File: config.mk
export PLATFORM = sky130hd
export DESIGN_NAME = tri_gate_pwm
export DESIGN_NICKNAME = d
export VERILOG_FILES = /design/src/rtl/gpwm_pkg.sv /design/src/rtl/gpwm_carrier.sv /design/src/rtl/gpwm_deadband.sv /design/src/rtl/tri_gate_pwm.sv
export SDC_FILE = /design/constraint.sdc
export NUM_CORES = 1
export LEC_CHECK = 0
export BUFFER_PORTS_ARGS = -buffer_cell sky130_fd_sc_hd__buf_4
export CORE_ASPECT_RATIO = 2
export CORE_MARGIN = 10
export CORE_UTILIZATION = 45
export CTS_CLUSTER_SIZE = 28
export DETAILED_ROUTE_END_ITERATION = 7
export PLACE_DENSITY = 0.73
export SYNTH_ARGS = -nofsm -noshare
export SYNTH_HDL_FRONTEND = slang
export SYNTH_HIERARCHICAL = 1
export SYNTH_SLANG_ARGS = --single-unit
export TNS_END_PERCENT = 20
File: constraint.sdc
create_clock -name clk -period 3.55 [get_ports clk]
set_input_delay 0.71 -clock clk [delete_from_list [all_inputs] [get_ports clk]]
set_output_delay 0.71 -clock clk [all_outputs]
set_load 0.02 [all_outputs]
File: src/rtl/gpwm_pkg.sv
package gpwm_pkg;

   typedef enum logic {
      CAR_SAW = 1'b0,
      CAR_TRI = 1'b1
   } carrier_e;

endpackage

File: src/rtl/gpwm_carrier.sv
module gpwm_carrier
   import gpwm_pkg::*;
#(
   parameter int CNT_W = 16
) (
   input  logic             clk,
   input  logic             rst_n,
   input  logic             enable,
   input  logic             mode_i,
   input  logic [CNT_W-1:0] period_i,
   output logic             run_o,
   output logic [CNT_W-1:0] cnt_o,
   output logic             load_o
);

   localparam logic [CNT_W-1:0] ONE = CNT_W'(1);

   carrier_e         mode_act;
   logic [CNT_W-1:0] per_act;
   logic             falling;
   logic [CNT_W:0]   cnt_inc;
   logic             at_top;

   assign cnt_inc = {1'b0, cnt_o} + {{CNT_W{1'b0}}, 1'b1};
   assign at_top  = cnt_inc >= {1'b0, per_act};

   always_comb begin
      if (!enable)
         load_o = 1'b0;
      else if (!run_o)
         load_o = 1'b1;
      else if (mode_act == CAR_TRI)
         load_o = falling && (cnt_o <= ONE);
      else
         load_o = at_top;
   end

   always_ff @(posedge clk or negedge rst_n) begin
      if (!rst_n) begin
         run_o    <= 1'b0;
         cnt_o    <= '0;
         falling  <= 1'b0;
         per_act  <= '0;
         mode_act <= CAR_SAW;
      end else begin
         if (load_o) begin
            per_act  <= period_i;
            mode_act <= carrier_e'(mode_i);
         end
         if (!enable) begin
            run_o   <= 1'b0;
            cnt_o   <= '0;
            falling <= 1'b0;
         end else if (!run_o) begin
            run_o   <= 1'b1;
            cnt_o   <= '0;
            falling <= 1'b0;
         end else if (mode_act == CAR_TRI) begin
            if (!falling) begin
               cnt_o <= cnt_inc[CNT_W-1:0];
               if (at_top)
                  falling <= 1'b1;
            end else if (cnt_o <= ONE) begin
               cnt_o   <= '0;
               falling <= 1'b0;
            end else begin
               cnt_o <= cnt_o - ONE;
            end
         end else begin
            cnt_o <= at_top ? '0 : cnt_inc[CNT_W-1:0];
         end
      end
   end

   // triangle carrier moves by exactly one step each cycle
   a_r1_tri_step : assert property (@(posedge clk) disable iff (!rst_n)
      (run_o && $past(run_o) && mode_act == CAR_TRI && $past(mode_act) == CAR_TRI)
      |-> (cnt_o == $past(cnt_o) + ONE || cnt_o == $past(cnt_o) - ONE));

   // sawtooth carrier either increments or wraps to zero
   a_r2_saw_step : assert property (@(posedge clk) disable iff (!rst_n)
      (run_o && $past(run_o) && mode_act == CAR_SAW)
      |-> (cnt_o == $past(cnt_o) + ONE || cnt_o == '0));

endmodule

File: src/rtl/gpwm_deadband.sv
module gpwm_deadband #(
   parameter int DT_W = 10
) (
   input  logic            clk,
   input  logic            rst_n,
   input  logic            run,
   input  logic            cmd_hi,
   input  logic [DT_W-1:0] dead,
   output logic            hi_o,
   output logic            lo_o
);

   localparam logic [DT_W-1:0] AGE_MAX = '1;

   logic            last_cmd;
   logic [DT_W-1:0] age;
   logic            held;
   logic            no_guard;

   // last_cmd holds the command of the previous cycle; age counts the
   // cycles it has been steady, minus one. Idle forces a change so that
   // the first running cycle starts a fresh run.
   always_ff @(posedge clk or negedge rst_n) begin
      if (!rst_n) begin
         last_cmd <= 1'b1;
         age      <= '0;
      end else if (!run) begin
         last_cmd <= 1'b1;
         age      <= '0;
      end else if (cmd_hi != last_cmd) begin
         last_cmd <= cmd_hi;
         age      <= '0;
      end else if (age != AGE_MAX) begin
         age <= age + 1'b1;
      end
   end

   assign no_guard = (dead == '0);
   assign held     = ({1'b0, age} + {{DT_W{1'b0}}, 1'b1}) >= {1'b0, dead};
   assign hi_o     = run &&  cmd_hi && (no_guard || ( last_cmd && held));
   assign lo_o     = run && !cmd_hi && (no_guard || (!last_cmd && held));

   // with a guard, a turn-on never directly follows the partner's on cycle
   a_r4_hi_after_gap : assert property (@(posedge clk) disable iff (!rst_n)
      (dead != '0 && $rose(hi_o)) |-> !$past(lo_o));

   a_r4_lo_after_gap : assert property (@(posedge clk) disable iff (!rst_n)
      (dead != '0 && $rose(lo_o)) |-> !$past(hi_o));

endmodule

File: src/rtl/tri_gate_pwm.sv
module tri_gate_pwm
   import gpwm_pkg::*;
#(
   parameter int PHASES = 3,
   parameter int CNT_W  = 16,
   parameter int DT_W   = 10
) (
   input  logic                    clk,
   input  logic                    rst_n,
   input  logic                    enable,
   input  logic                    mode_i,
   input  logic [CNT_W-1:0]        period_i,
   input  logic [PHASES*CNT_W-1:0] duty_i,
   input  logic [DT_W-1:0]         dead_i,
   output logic [PHASES-1:0]       gate_hi,
   output logic [PHASES-1:0]       gate_lo,
   output logic                    adc_trig
);

   if (PHASES < 1) begin : g_bad_phases
      $error("tri_gate_pwm: PHASES must be at least 1");
   end
   if (CNT_W < 2) begin : g_bad_cnt
      $error("tri_gate_pwm: CNT_W must be at least 2");
   end
   if (DT_W < 1) begin : g_bad_dt
      $error("tri_gate_pwm: DT_W must be at least 1");
   end

   logic             run;
   logic [CNT_W-1:0] cnt;
   logic             load;
   logic [DT_W-1:0]  dead_act;

   gpwm_carrier #(
      .CNT_W (CNT_W)
   ) u_carrier (
      .clk      (clk),
      .rst_n    (rst_n),
      .enable   (enable),
      .mode_i   (mode_i),
      .period_i (period_i),
      .run_o    (run),
      .cnt_o    (cnt),
      .load_o   (load)
   );

   always_ff @(posedge clk or negedge rst_n) begin
      if (!rst_n)
         dead_act <= '0;
      else if (load)
         dead_act <= dead_i;
   end

   for (genvar g = 0; g < PHASES; g++) begin : g_phase
      logic [CNT_W-1:0] cmp_act;
      logic             cmd_hi;

      always_ff @(posedge clk or negedge rst_n) begin
         if (!rst_n)
            cmp_act <= '0;
         else if (load)
            cmp_act <= duty_i[g*CNT_W +: CNT_W];
      end

      assign cmd_hi = run && (cnt > cmp_act);

      gpwm_deadband #(
         .DT_W (DT_W)
      ) u_guard (
         .clk    (clk),
         .rst_n  (rst_n),
         .run    (run),
         .cmd_hi (cmd_hi),
         .dead   (dead_act),
         .hi_o   (gate_hi[g]),
         .lo_o   (gate_lo[g])
      );
   end

   assign adc_trig = run && (cnt == '0);

   a_r5_valley_hi_off : assert property (@(posedge clk) disable iff (!rst_n)
      adc_trig |-> (gate_hi == '0));

   a_r5_single_strobe : assert property (@(posedge clk) disable iff (!rst_n)
      adc_trig |=> !adc_trig);

   a_r7_disable_off : assert property (@(posedge clk) disable iff (!rst_n)
      !enable |=> (gate_hi == '0 && gate_lo == '0 && !adc_trig));

endmodule

### After elaboration in Yosys (flattened, before gate mapping)

Index checks and enable logic that the tools add are counted.

* register bits: 126
* bits in latches: 0
* memory bits (writable): 0
* ROM bits: 0
* input port bits: 78
* output and inout port bits: 7
* word-level logic and storage cells: 112
* memories kept: 0

* add/subtract/negate cells: 8
* multiply operators: 0
* div/mod/pow operators: 0
* order comparisons: 8
* equality and inequality tests: 13
* shifts and indexed selects: 0
* multiplexer cells: 31
* bitwise gates (word level): 0
* reductions and logical operators: 37

Operators with widths (number)
* $mux 16: 6
* $mux 10: 9
* $gt 16x16->1: 3
* $add 10x1->11 const B: 3
* $ge 11x10->1: 3
* $add 10x1->10 const B: 3
* $ne 10x10->1 const B: 3
* $logic_and 1x1->1: 23
* $add 16x1->17 const B: 1
* $ge 17x16->1: 1
* $le 16x1->1 const B: 1
* $logic_not 16->1: 1
* $mux 1: 16
* $sub 16x1->16 const B: 1
* $logic_not 10->1: 1
* $ne 3x1->1 const B: 3
* $logic_not 1->1: 6
* $logic_or 1x1->1: 6
* $ne 2x1->1 const B: 3
* $ne 1x1->1: 3
* $ne 3x3->1 const B: 1

### Longest topological paths before layout

Gate-level depths: netlist of run 1.

* depth in word-level cells: 7
* depth in mapped cells: 17
* gate-level depth less buffers: 14

### By module

Netlist of run 1, hierarchy kept.

By module, submodules not included
* tri_gate_pwm: times used 1, cells each 343, area an instance 3259.4 µm², seq. area each 1451.4 µm²
* gpwm_carrier: times used 1, cells each 263, area an instance 2507.4 µm², seq. area each 875.8 µm²
* gpwm_deadband at g_phase[0].u_guard ...: times used 2, cells each 96, area an instance 880.8 µm², seq. area each 276.5 µm²
* gpwm_deadband at g_phase[2].u_guard: times used 1, cells each 95, area an instance 874.6 µm², seq. area each 276.5 µm²

### Worst setup path after synthesis of run 1

OpenSTA, ideal clock, no wires.

* path kind: reg2reg
* start: reg u_carrier.cnt_o[8]
* end: reg g_phase[1].cmp_act[12]
* data arrival time: 3.732 ns
* required time: 3.420 ns
* slack: -0.312 ns
* stages on the path, launching flop included: 18
* path buffers: 4
* cells stage by stage: dfrtp_1 > clkbuf_1 > and4_1 > nand4_1 > nor3_1 > xnor2_1 > ha_1 > a21o_1 > a21o_1 > a221oi_1 > a21boi_0 > a221oi_2 > buf_6 > inv_1 > buf_1 > clkbuf_1 > nand2_1 > o21ai_0

* cells in the longest elaborated chain, start to end: 5

Ends and longest elaborated chain
* start: declaration: line gpwm_carrier.sv:12 `output logic [CNT_W-1:0] cnt_o,`
* start signal: assignment: line gpwm_carrier.sv:60 `cnt_o <= cnt_inc[CNT_W-1:0];`
* start signal: assignment: line gpwm_carrier.sv:67 `cnt_o <= cnt_o - ONE;`
* start signal: assignment: line gpwm_carrier.sv:70 `cnt_o <= at_top ? '0 : cnt_inc[CNT_W-1:0];`
* $add 16x1->17 / $le 16x1->1 (equally long branches): line gpwm_carrier.sv:24, gpwm_carrier.sv:33
* $ge 17x16->1 / $logic_and 1x1->1 (equally long branches): line gpwm_carrier.sv:25, gpwm_carrier.sv:33
* $mux 1 *: line gpwm_carrier.sv:32 `else if (mode_act == CAR_TRI)`
* $mux 1 *: line gpwm_carrier.sv:30 `else if (!run_o)`
* $mux 1 *: line gpwm_carrier.sv:28 `if (!enable)`
* net load: line tri_gate_pwm.sv:32 `logic load;`
* end signal: assignment: line tri_gate_pwm.sv:63 `cmp_act <= duty_i[g*CNT_W +: CNT_W];`
* end: declaration: line tri_gate_pwm.sv:56 `logic [CNT_W-1:0] cmp_act;`

The timed path passes the listed nets; every way through them passes the cells marked *.
A chain may end at the register's enable or synchronous reset.

### Worst setup path after layout of run 1

* start: reg g_phase[1].u_guard.age[2]
* end: out gate_hi[1]

* cells in the longest elaborated chain, start to end: 5

Ends and longest elaborated chain
* start: declaration: line gpwm_deadband.sv:16 `logic [DT_W-1:0] age;`
* start signal: assignment: line gpwm_deadband.sv:34 `age <= age + 1'b1;`
* $add 10x1->11: line gpwm_deadband.sv:39 `assign held = ({1'b0, age} + {{DT_W{1'b0}}, 1'b1}) >= {1'b0, dead};`
* $ge 11x10->1: line gpwm_deadband.sv:39
* $logic_and 1x1->1: line gpwm_deadband.sv:40 `assign hi_o = run && cmd_hi && (no_guard || ( last_cmd && held));`
* $logic_or 1x1->1: line gpwm_deadband.sv:40
* $logic_and 1x1->1: line gpwm_deadband.sv:40
* end: declaration: line tri_gate_pwm.sv:15 `output logic [PHASES-1:0] gate_hi,`

No other way between the ends.

==> flow_metrics.tcl, run 1 <==
set metrics [dict create \
    synth_top_area_share_pct 36.6 \
    dpl.hpwl_mm 17.9 \
    diodes 0 \
    p_sw_mw 1.09 \
    timing.fmax_mhz 282 \
    swShare_pct 26.9 \
    ctsLongestPathBuffers 2 \
    worstPathRequired_ps 2840 \
    routedWlPerCell_um 18.8 \
    portBuffers 84 \
    clock-root-buffer "clkbuf_16" \
    dieArea_um2 24900 \
    track_usage_pct 19.2 \
    overflow 0 \
    utilization_pct 58.5 \
    drt-pass1-iter-count 6 \
    layoutNonFillerInstCount 1256 \
    grtUsageMet1_pct 18.9 \
    rows 70 \
    mostFrequentLayoutCells "136 x buf_4, 114 x dfrtp_1, 107 x inv_1" \
    hold_violations 0 \
    drc 0 \
    critPathCaptureType "primary output" \
    p_leak_nw 5.32 \
    p_seq_share_pct 41.0 \
    worstPathCellList "and3_4 > and3_1 > xnor2_1 > inv_1 > ha_1 > nand2_1 > o21a_1 > o21ai_1 > a41oi_2 > nor3_1 > buf_4" \
    worst_setup_path_start_kind "register" \
    syn_inst 893 \
    die_w_um 117 \
    final_nets 1205 \
    start_util_pct 45.9 \
    pin_count 85 \
    use_met2_pct 36.5 \
    path_buf_inv 2 \
    power_frac_clock_pct 42.9 \
    detail-route-antenna-nets 0 \
    core_um2 18300 \
    gr-usage-met3_pct 3.04 \
    synth.avg_cell_area_um2 9.41 \
    comb_power_share_pct 16.1 \
    first_iter_violations 436 \
    synth_cell_types 56 \
    cts_num_sinks 126 \
    grt_max_degree 72 \
    grt_pass1_vias 7543 \
    die_h_um 213 \
    slew_headroom_pct 36.8 \
    wl_mm 23.7 \
    worst_pin_slew_ps 945 \
    final_common_cell "buf_4" \
    synthesis.area_um2 8400 \
    numCtsBuffers 17 \
    setup_viol 0 \
    ys.flop_type "dfrtp_1" \
    yosys_warnings 6 \
    seq_area_frac_synth_pct 37.6 \
    n_fill_cell 1584 \
    async_flop_share_pct 100 \
    rsz0062_at_grt "true" \
    slowest_delay_ps 420 \
    vias_per_cell 5.74 \
    slew_viol_final 0 \
    synthTopCellsByArea "dfrtp_1 37%, ha_1 15%, inv_1 5.0%, nand2_1 3.5%, xnor2_1 3.4%" \
    min_path_type "in2async" \
    skew_ps 10.9 \
    critical_path_arrival_ps 2830 \
    syn_to_final_growth_pct 27.4 \
    cp_top_family "simple AND/OR/NAND/NOR gates" \
    status "complete, no violations" \
    drive_gt1_share_pct 28.9 \
    period_needed_ps 3540 \
    clk_pin_slew_ps 50 \
    busiest_layer "met2" \
    antenna_found_initial 0 \
    synth.net_count 1071 \
    cp_max_fo 4 \
    fin_crit_sh_pct 99.9 \
    crit_type "reg2out" \
    internal_power_mw 2.96 \
    finalInstanceArea_um2 10700 \
    numPlacedInstances 1198 \
    slowest_stage "dfrtp_1" \
    insertion_delay_ps 420 \
    grt_pass1_wl_mm 37.0 \
    maxCapViolations 0 \
    vias 7212 \
    synth_top_cell_by_area "dfrtp_1" \
    tritoncts "done" \
    place.gp.congestion 0.957 \
    synth-edff-count 0 \
    htreeDepth 4 \
    power.density_nw_per_um2 378 \
    peakVddDrop_mv 0.260 \
    placed_cell_area_um2 9480 \
    synth_seq_cells 126 \
]
## area by class of cell
type / instances / area [µm²] / share of cell area (%)
clock inverters: 10 / 111 / 1.04
clock buffers: 22 / 484 / 4.52
inverters: 111 / 417 / 3.89
repair buffers: 143 / 1130 / 10.6
flip-flops and latches: 126 / 3170 / 29.6
multi-input cells: 628 / 5120 / 47.8
well taps: 216 / 270 / 2.53
## Yosys cell counts (20+ instances only)
master and n:
nand2_1 79, a21oi_1 51, nor2_1 35, nand3_1 31, dfrtp_1 123, mux2_2 21
nand4_1 20, ha_1 100, inv_1 111, nor3_1 21, clkbuf_1 20, o21ai_0 56
xnor2_1 33
## per-layer routing
| layer | wire length, µm | vias up |
|---|---|---|
| met2 | 13400 | 223 |
| met5 | 0 | - |
| met4 | 998 | 0 |
| met3 | 979 | 57 |
| li1 | - | 3436 |
| met1 | 8250 | 3496 |
## final timing paths
check / startpoint / endpoint / slack (ps) / cells after the start
worst max-delay path: g_phase[1].u_guard/age[2] / gate_hi[1] / 5 / 11
worst min-delay path: rst_n / g_phase[1].u_guard/age[5] / 210 / 1
worst max register to register: u_carrier/cnt_o[1] / u_carrier/per_act[14] / 180 / 12
worst min register to register: u_carrier/per_act[1] / u_carrier/per_act[1] / 500 / 1
max in group asynchronous: rst_n / u_carrier/cnt_o[6] / 2580 / 2
min in group clk: enable / u_carrier/run_o / 450 / 1
## metrics by stage
| stage | setup TNS, ps | hold WS, ps | total power, mW | setup WS (ps) |
|---|---|---|---|---|
| 2_1_floorplan | 0 | 414 | 2.03 | 68.3 |
| 3_3_place_gp | -154 | 488 | 2.26 | -154 |
| 3_5_place_dp | -156 | 494 | 2.29 | -156 |
| 4_1_cts | -114 | 197 | 4.05 | -52.0 |
| 5_1_grt | -412 | 227 | 4.26 | -102 |
| 6_report | 0 | 208 | 4.05 | 5.32 |
## sequential cells by signal (all words and copies together), names as in the netlist
signal / cells
u_carrier/falling: 1
g_phase.cmp_act: 48
u_carrier/mode_act: 1
u_carrier/run_o: 1
g_phase.u_guard/age: 30
u_carrier/per_act: 16
g_phase.u_guard/last_cmd: 3
dead_act: 10
u_carrier/cnt_o: 16
## cell families after synthesis
family          after synthesis  share of synthesized area [%]
fa+ha+maj                   100                           14.9
compound gates              177                           13.4
xor+xnor                     51                           5.32
mux                          39                           5.49
buf+inv                     139                           6.40
simple gates                261                           16.9
flops                       126                           37.6
## power by group through the flow
stage	Clock (mW)	Sequential, mW	Combinational [mW]
6_report	1.74	1.66	0.650
5_1_grt	1.85	1.67	0.734
4_1_cts	1.77	1.66	0.626
3_5_place_dp	0	1.68	0.606
3_3_place_gp	0	1.68	0.580
2_1_floorplan	0	1.64	0.384
## what timing repair did
action | CTS | global route
endpoints found under the setup margin | 15 | 83
pin swaps | 8 | 19
hold buffers | 0 | 0
gates cloned | 0 | 1
setup buffers | 12 | 13
resized for setup | 35 | 43
No activity file was read; power rests on OpenSTA's default activity.
==> run 2: changes to the inputs <==
--- a/config.mk
+++ b/config.mk
@@ -5,6 +5,7 @@
 export SDC_FILE = /design/constraint.sdc
 export NUM_CORES = 1
 export LEC_CHECK = 0
+export ABC_AREA = 1
 export BUFFER_PORTS_ARGS = -buffer_cell sky130_fd_sc_hd__buf_4
 export CORE_ASPECT_RATIO = 2
 export CORE_MARGIN = 10
==> flow_metrics.tcl, run 2 <==
set metrics [dict create \
    status "complete, no violations" \
    track_usage_pct 18.4 \
    ctsLongestPathBuffers 2 \
    critPathCaptureType "primary output" \
    synth.net_count 1308 \
    core_um2 19300 \
    die_w_um 119 \
    setup_viol 0 \
    seq_area_frac_synth_pct 36.0 \
    setup_ws_ps 88.8 \
    r2r_cells 22 \
    hold_violations 0 \
    antenna_found_initial 0 \
    worstPathRequired_ps 2840 \
    final_common_cell "nand2_1" \
    critical_path.startpoint "g_phase[2].u_guard/age[0]" \
    numPlacedInstances 1468 \
    yosys_warnings 6 \
    utilization_pct 55.6 \
    syn_inst 1130 \
    drive_gt1_share_pct 19.4 \
    regArea_um2 3160 \
    htreeDepth 4 \
    skew_ps 13.5 \
    tritoncts "done" \
    pre_cts_ws_ps 140 \
    rsz0062_at_grt "true" \
    peakVddDrop_mv 0.309 \
    dieArea_um2 25800 \
    routedWlPerCell_um 15.7 \
    p_total_mw 4.14 \
    start_util_pct 45.5 \
    n_fill_cell 1840 \
    power.density_nw_per_um2 386 \
    yosysMostFrequentCell "nand2_1" \
    fin_hold_ws_ps 404 \
    synth_top_area_share_pct 35.1 \
    final_nets 1420 \
    timing.fmax_mhz 289 \
    mostFrequentLayoutCells "275 x nand2_1, 199 x inv_1, 119 x dfrtp_1" \
    synth_common_cells "280 x nand2_1, 201 x inv_1, 123 x dfrtp_1, 100 x ha_1, 80 x nor2_1" \
    async_flop_share_pct 100 \
    portBuffers 84 \
    synthesis.area_um2 8780 \
    insertion_delay_ps 420 \
    min_path_type "in2async" \
    largest_reg_flops 48 \
    timing.rr.start "u_carrier/cnt_o[1]" \
    slew_headroom_pct 54.6 \
    slowest_delay_ps 410 \
    ys.flop_type "dfrtp_1" \
    vias 7670 \
    synth_top_cell_by_area "dfrtp_1" \
    grt_max_degree 127 \
    multi_input_area_um2 4930 \
    syn_to_final_growth_pct 22.1 \
    worst_pin_slew_ps 681 \
    synth.avg_cell_area_um2 7.77 \
    maxCapViolations 0 \
    fin_crit_sh_pct 97.5 \
    reg_top3 "g_phase.cmp_act: 48 flops, g_phase.u_guard/age: 30 flops" \
    synth_cell_types 47 \
    wl_mm 23.8 \
    drc 0 \
    dpl.hpwl_mm 18.2 \
    rows 72 \
    clock-root-buffer "clkbuf_16" \
    die_h_um 217 \
    cts_num_sinks 126 \
    overflow 0 \
    slew_viol_final 0 \
    cp_max_fo 4 \
    layoutNonFillerInstCount 1514 \
    clk_pin_slew_ps 60 \
    synthTopCellsByArea "dfrtp_1 35%, ha_1 14%, nand2_1 12%, inv_1 8.6%, o21ai_0 4.0%" \
    first_iter_violations 437 \
    drt-pass1-iter-count 6 \
    vias_per_cell 5.07 \
    period_needed_ps 3460 \
    diodes 0 \
    grt_pass1_wl_mm 38.1 \
    ctsHoldBuffers 0 \
    crit_type "reg2out" \
    worstPathCellList "buf_6 > nand3_2 > nor2_4 > nand2_4 > nor2_4 > buf_4 > a21o_1 > and2_4 > ha_1 > a21oi_1 > nand2_1 > nor2_2 > nand2_2 > nand2_2 > a21oi_4 > buf_6" \
    numCtsBuffers 17 \
    slowest_stage "dfrtp_2" \
    p_leak_nw 6.02 \
    place.gp.congestion 0.935 \
    detail-route-antenna-nets 0 \
    regMostFlops "g_phase.cmp_act" \
    synth-edff-count 0 \
    synth_seq_cells 126 \
    critical_path_arrival_ps 2750 \
    pin_count 85 \
    grt_pass1_vias 8085 \
    worst_setup_path_start_kind "register" \
]
[run 2: power by group]
part / switching, mW / internal [mW] / total (mW)
Sequential: 0.0963 / 1.57 / 1.66
Clock: 0.624 / 1.13 / 1.75
Combinational: 0.416 / 0.307 / 0.723
[run 2: critical path, delay by kind of cell (launching register included)]
kind                       cells  cell delay (ps)
and+or+nand+nor                9              990
AOI/OAI and AO/OA              3              310
buffers and inverters          3              360
adders and majority gates      1              240
DFF                            1              410
[run 2: worst paths after layout]
kind | end | slack, ps
max reg2reg | dead_act[7] | 250
min reg2reg | u_carrier/per_act[10] | 470
min | g_phase[0].cmp_act[1] | 400
max in group asynchronous | g_phase[0].u_guard/age[0] | 2590
min in group clk | u_carrier/per_act[10] | 470
max | gate_lo[2] | 90
[run 2: area by class of cell]
| cell class | instances | share of cell area, % |
|---|---|---|
| clock inverter | 5 | 0.747 |
| clock buffer | 27 | 4.79 |
| tap | 259 | 3.02 |
| inverter | 205 | 7.18 |
| timing repair buffer | 118 | 8.80 |
| sequential | 126 | 29.5 |
| multi-input combinational | 774 | 46.0 |
[run 2: repair_timing]
action	4_1_cts	5_1_grt
resized for setup	3	52
endpoints found under the setup margin	2	20
pin swaps	0	23
cloned	0	1
setup buffers	0	13
[run 2: per-stage QoR]
step	setup TNS, ps	cell area, µm²
global route	-185	10700
floorplan	0	8780
global placement	0	9740
finish	0	10700
detailed placement	0	9740
CTS	0	10300
[run 2: cell families after synthesis]
kind of cell / share of synthesized area [%]
multiplexers: 1.67
adder cells (fa/ha/maj): 14.3
AND/OR/NAND/NOR: 24.1
flip-flops: 36.0
XOR/XNOR: 4.08
AO/OA/AOI/OAI: 9.34
buffers and inverters: 10.6
[run 2: routing by layer]
metal,global-route usage [%],up-vias,part of all wire (%)
met4,11.4,0,5.5
met3,3.27,83,3.3
met2,35.5,222,56
met5,0,-,0
met1,17.2,3577,36
li1,-,3788,-
==> run 3: changes to the inputs <==
==> constraint.sdc (replaced) <==
create_clock -name clk -period 3.55 [get_ports clk]
set_input_delay 1.065 -clock clk [delete_from_list [all_inputs] [get_ports clk]]
set_output_delay 1.065 -clock clk [all_outputs]
set_load 0.02 [all_outputs]
==> flow_metrics.tcl, run 3 (same netlist as run 2, synthesis figures left out) <==
set metrics [dict create \
    worst_pin_slew_ps 711 \
    first_iter_violations 551 \
    dieArea_um2 25800 \
    timing.fmax_mhz 272 \
    antenna_found_initial 0 \
    ctsLongestPathBuffers 2 \
    final_nets 1422 \
    core_um2 19300 \
    die_w_um 119 \
    peakVddDrop_mv 0.280 \
    rows 72 \
    reg_top3 "g_phase.cmp_act: 48 flops, g_phase.u_guard/age: 30 flops" \
    p_total_mw 4.20 \
    cp_max_fo 4 \
    tns_ps -619 \
    min_path_type "reg2reg" \
    pin_count 85 \
    final_common_cell "nand2_1" \
    dpl.hpwl_mm 18.6 \
    wl_mm 23.9 \
    fin_crit_sh_pct 104 \
    portBuffers 84 \
    utilization_pct 55.5 \
    cts_num_sinks 126 \
    slew_headroom_pct 52.6 \
    start_util_pct 45.5 \
    ctsHoldBuffers 0 \
    maxCapViolations 0 \
    regMostFlops "g_phase.cmp_act" \
    grt_pass1_wl_mm 38.8 \
    power.density_nw_per_um2 392 \
    slew_viol_final 0 \
    vias 7694 \
    worstPathRequired_ps 2480 \
    overflow 0 \
    critical_path_arrival_ps 2610 \
    largest_reg_flops 48 \
    diodes 0 \
    drive_gt1_share_pct 19.6 \
    grt_max_degree 54 \
    numCtsBuffers 17 \
    drt-pass1-iter-count 5 \
    setup_ws_ps -127 \
    multi_input_area_um2 4890 \
    die_h_um 217 \
    crit_type "reg2out" \
    violations "setup timing" \
    period_needed_ps 3680 \
    routedWlPerCell_um 15.8 \
    detail-route-antenna-nets 0 \
    vias_per_cell 5.08 \
    n_fill_cell 1820 \
    critPathCaptureType "primary output" \
    timing.reg2reg.setup_slack_ps 280 \
    regArea_um2 3160 \
    place.gp.congestion 0.924 \
    worst_setup_path_start_kind "register" \
    hold_violations 0 \
    status "finished, violations left" \
    htreeDepth 4 \
    p_leak_nw 6.00 \
    drc 0 \
    mostFrequentLayoutCells "276 x nand2_1, 199 x inv_1, 119 x dfrtp_1" \
    grt_pass1_vias 8131 \
    rsz0062_at_grt "true" \
    setup_viol 6 \
    insertion_delay_ps 420 \
    skew_ps 15.6 \
    syn_to_final_growth_pct 22.0 \
    clk_pin_slew_ps 60 \
    tritoncts "done" \
    clock-root-buffer "clkbuf_16" \
    track_usage_pct 18.7 \
]
## run 3: report_power, final
group	internal [mW]	switching, mW
Sequential	1.57	0.0991
Combinational	0.304	0.416
Clock	1.12	0.694
Total	2.99	1.21
## run 3: worst max-delay path, stage by stage, from the launching register on
cell and delay [ps]:
dfrtp_1 410, ha_2 240, nand3_4 130, nor3_2 150, xor2_1 260, ha_1 290
a21oi_1 160, o21bai_1 90, nor2_1 100, nand2_1 70, nand2_1 70, a21oi_2 50
buf_4 160
## run 3: repair_timing
| item | 4_1_cts | 5_1_grt |
|---|---|---|
| buffers inserted | 13 | 1 |
| gates cloned | 0 | 0 |
| pin swaps | 16 | 7 |
| resized for setup | 28 | 18 |
| endpoints found under the setup margin | 6 | 6 |
## run 3: final timing paths
path                                           start                     endpoint  cells after the start
hold reg to reg                 u_carrier/per_act[9]         u_carrier/per_act[9]                      2
min in group asynchronous                      rst_n       g_phase[0].cmp_act[10]                      1
setup reg to reg                  u_carrier/cnt_o[0]        g_phase[0].cmp_act[0]                     22
max in group asynchronous                      rst_n  g_phase[0].u_guard/last_cmd                      2
hold / removal                  u_carrier/per_act[9]         u_carrier/per_act[9]                      2
setup / recovery           g_phase[0].u_guard/age[0]                   gate_lo[0]                     12
## run 3: layout make-up
type / instances / share of cell area (%)
Tap cell: 259 / 3.03
Clock buffer: 18 / 4.01
Multi-Input combinational cell: 774 / 45.7
Inverter: 205 / 7.19
Timing Repair Buffer: 120 / 8.84
Clock inverter: 14 / 1.71
Sequential cell: 126 / 29.5
## run 3: per-stage QoR
step | setup slack, ps | hold slack, ps | area (µm²) | instances
4_1_cts | -120 | 474 | 10600 | 1515
5_1_grt | -306 | 491 | 10700 | 1516
6_report | -127 | 468 | 10700 | 1516
3_3_place_gp | 261 | 454 | 9770 | 1470
3_5_place_dp | 192 | 458 | 9770 | 1470
2_1_floorplan | 330 | 442 | 8780 | 1130
## run 3: per-layer routing
metal | GRT usage, % | up-vias | wire [µm]
li1 | - | 3815 | -
met5 | 0 | - | 0
met1 | 17.7 | 3581 | 8570
met3 | 3.37 | 79 | 857
met4 | 13.1 | 0 | 1350
met2 | 35.2 | 219 | 13100
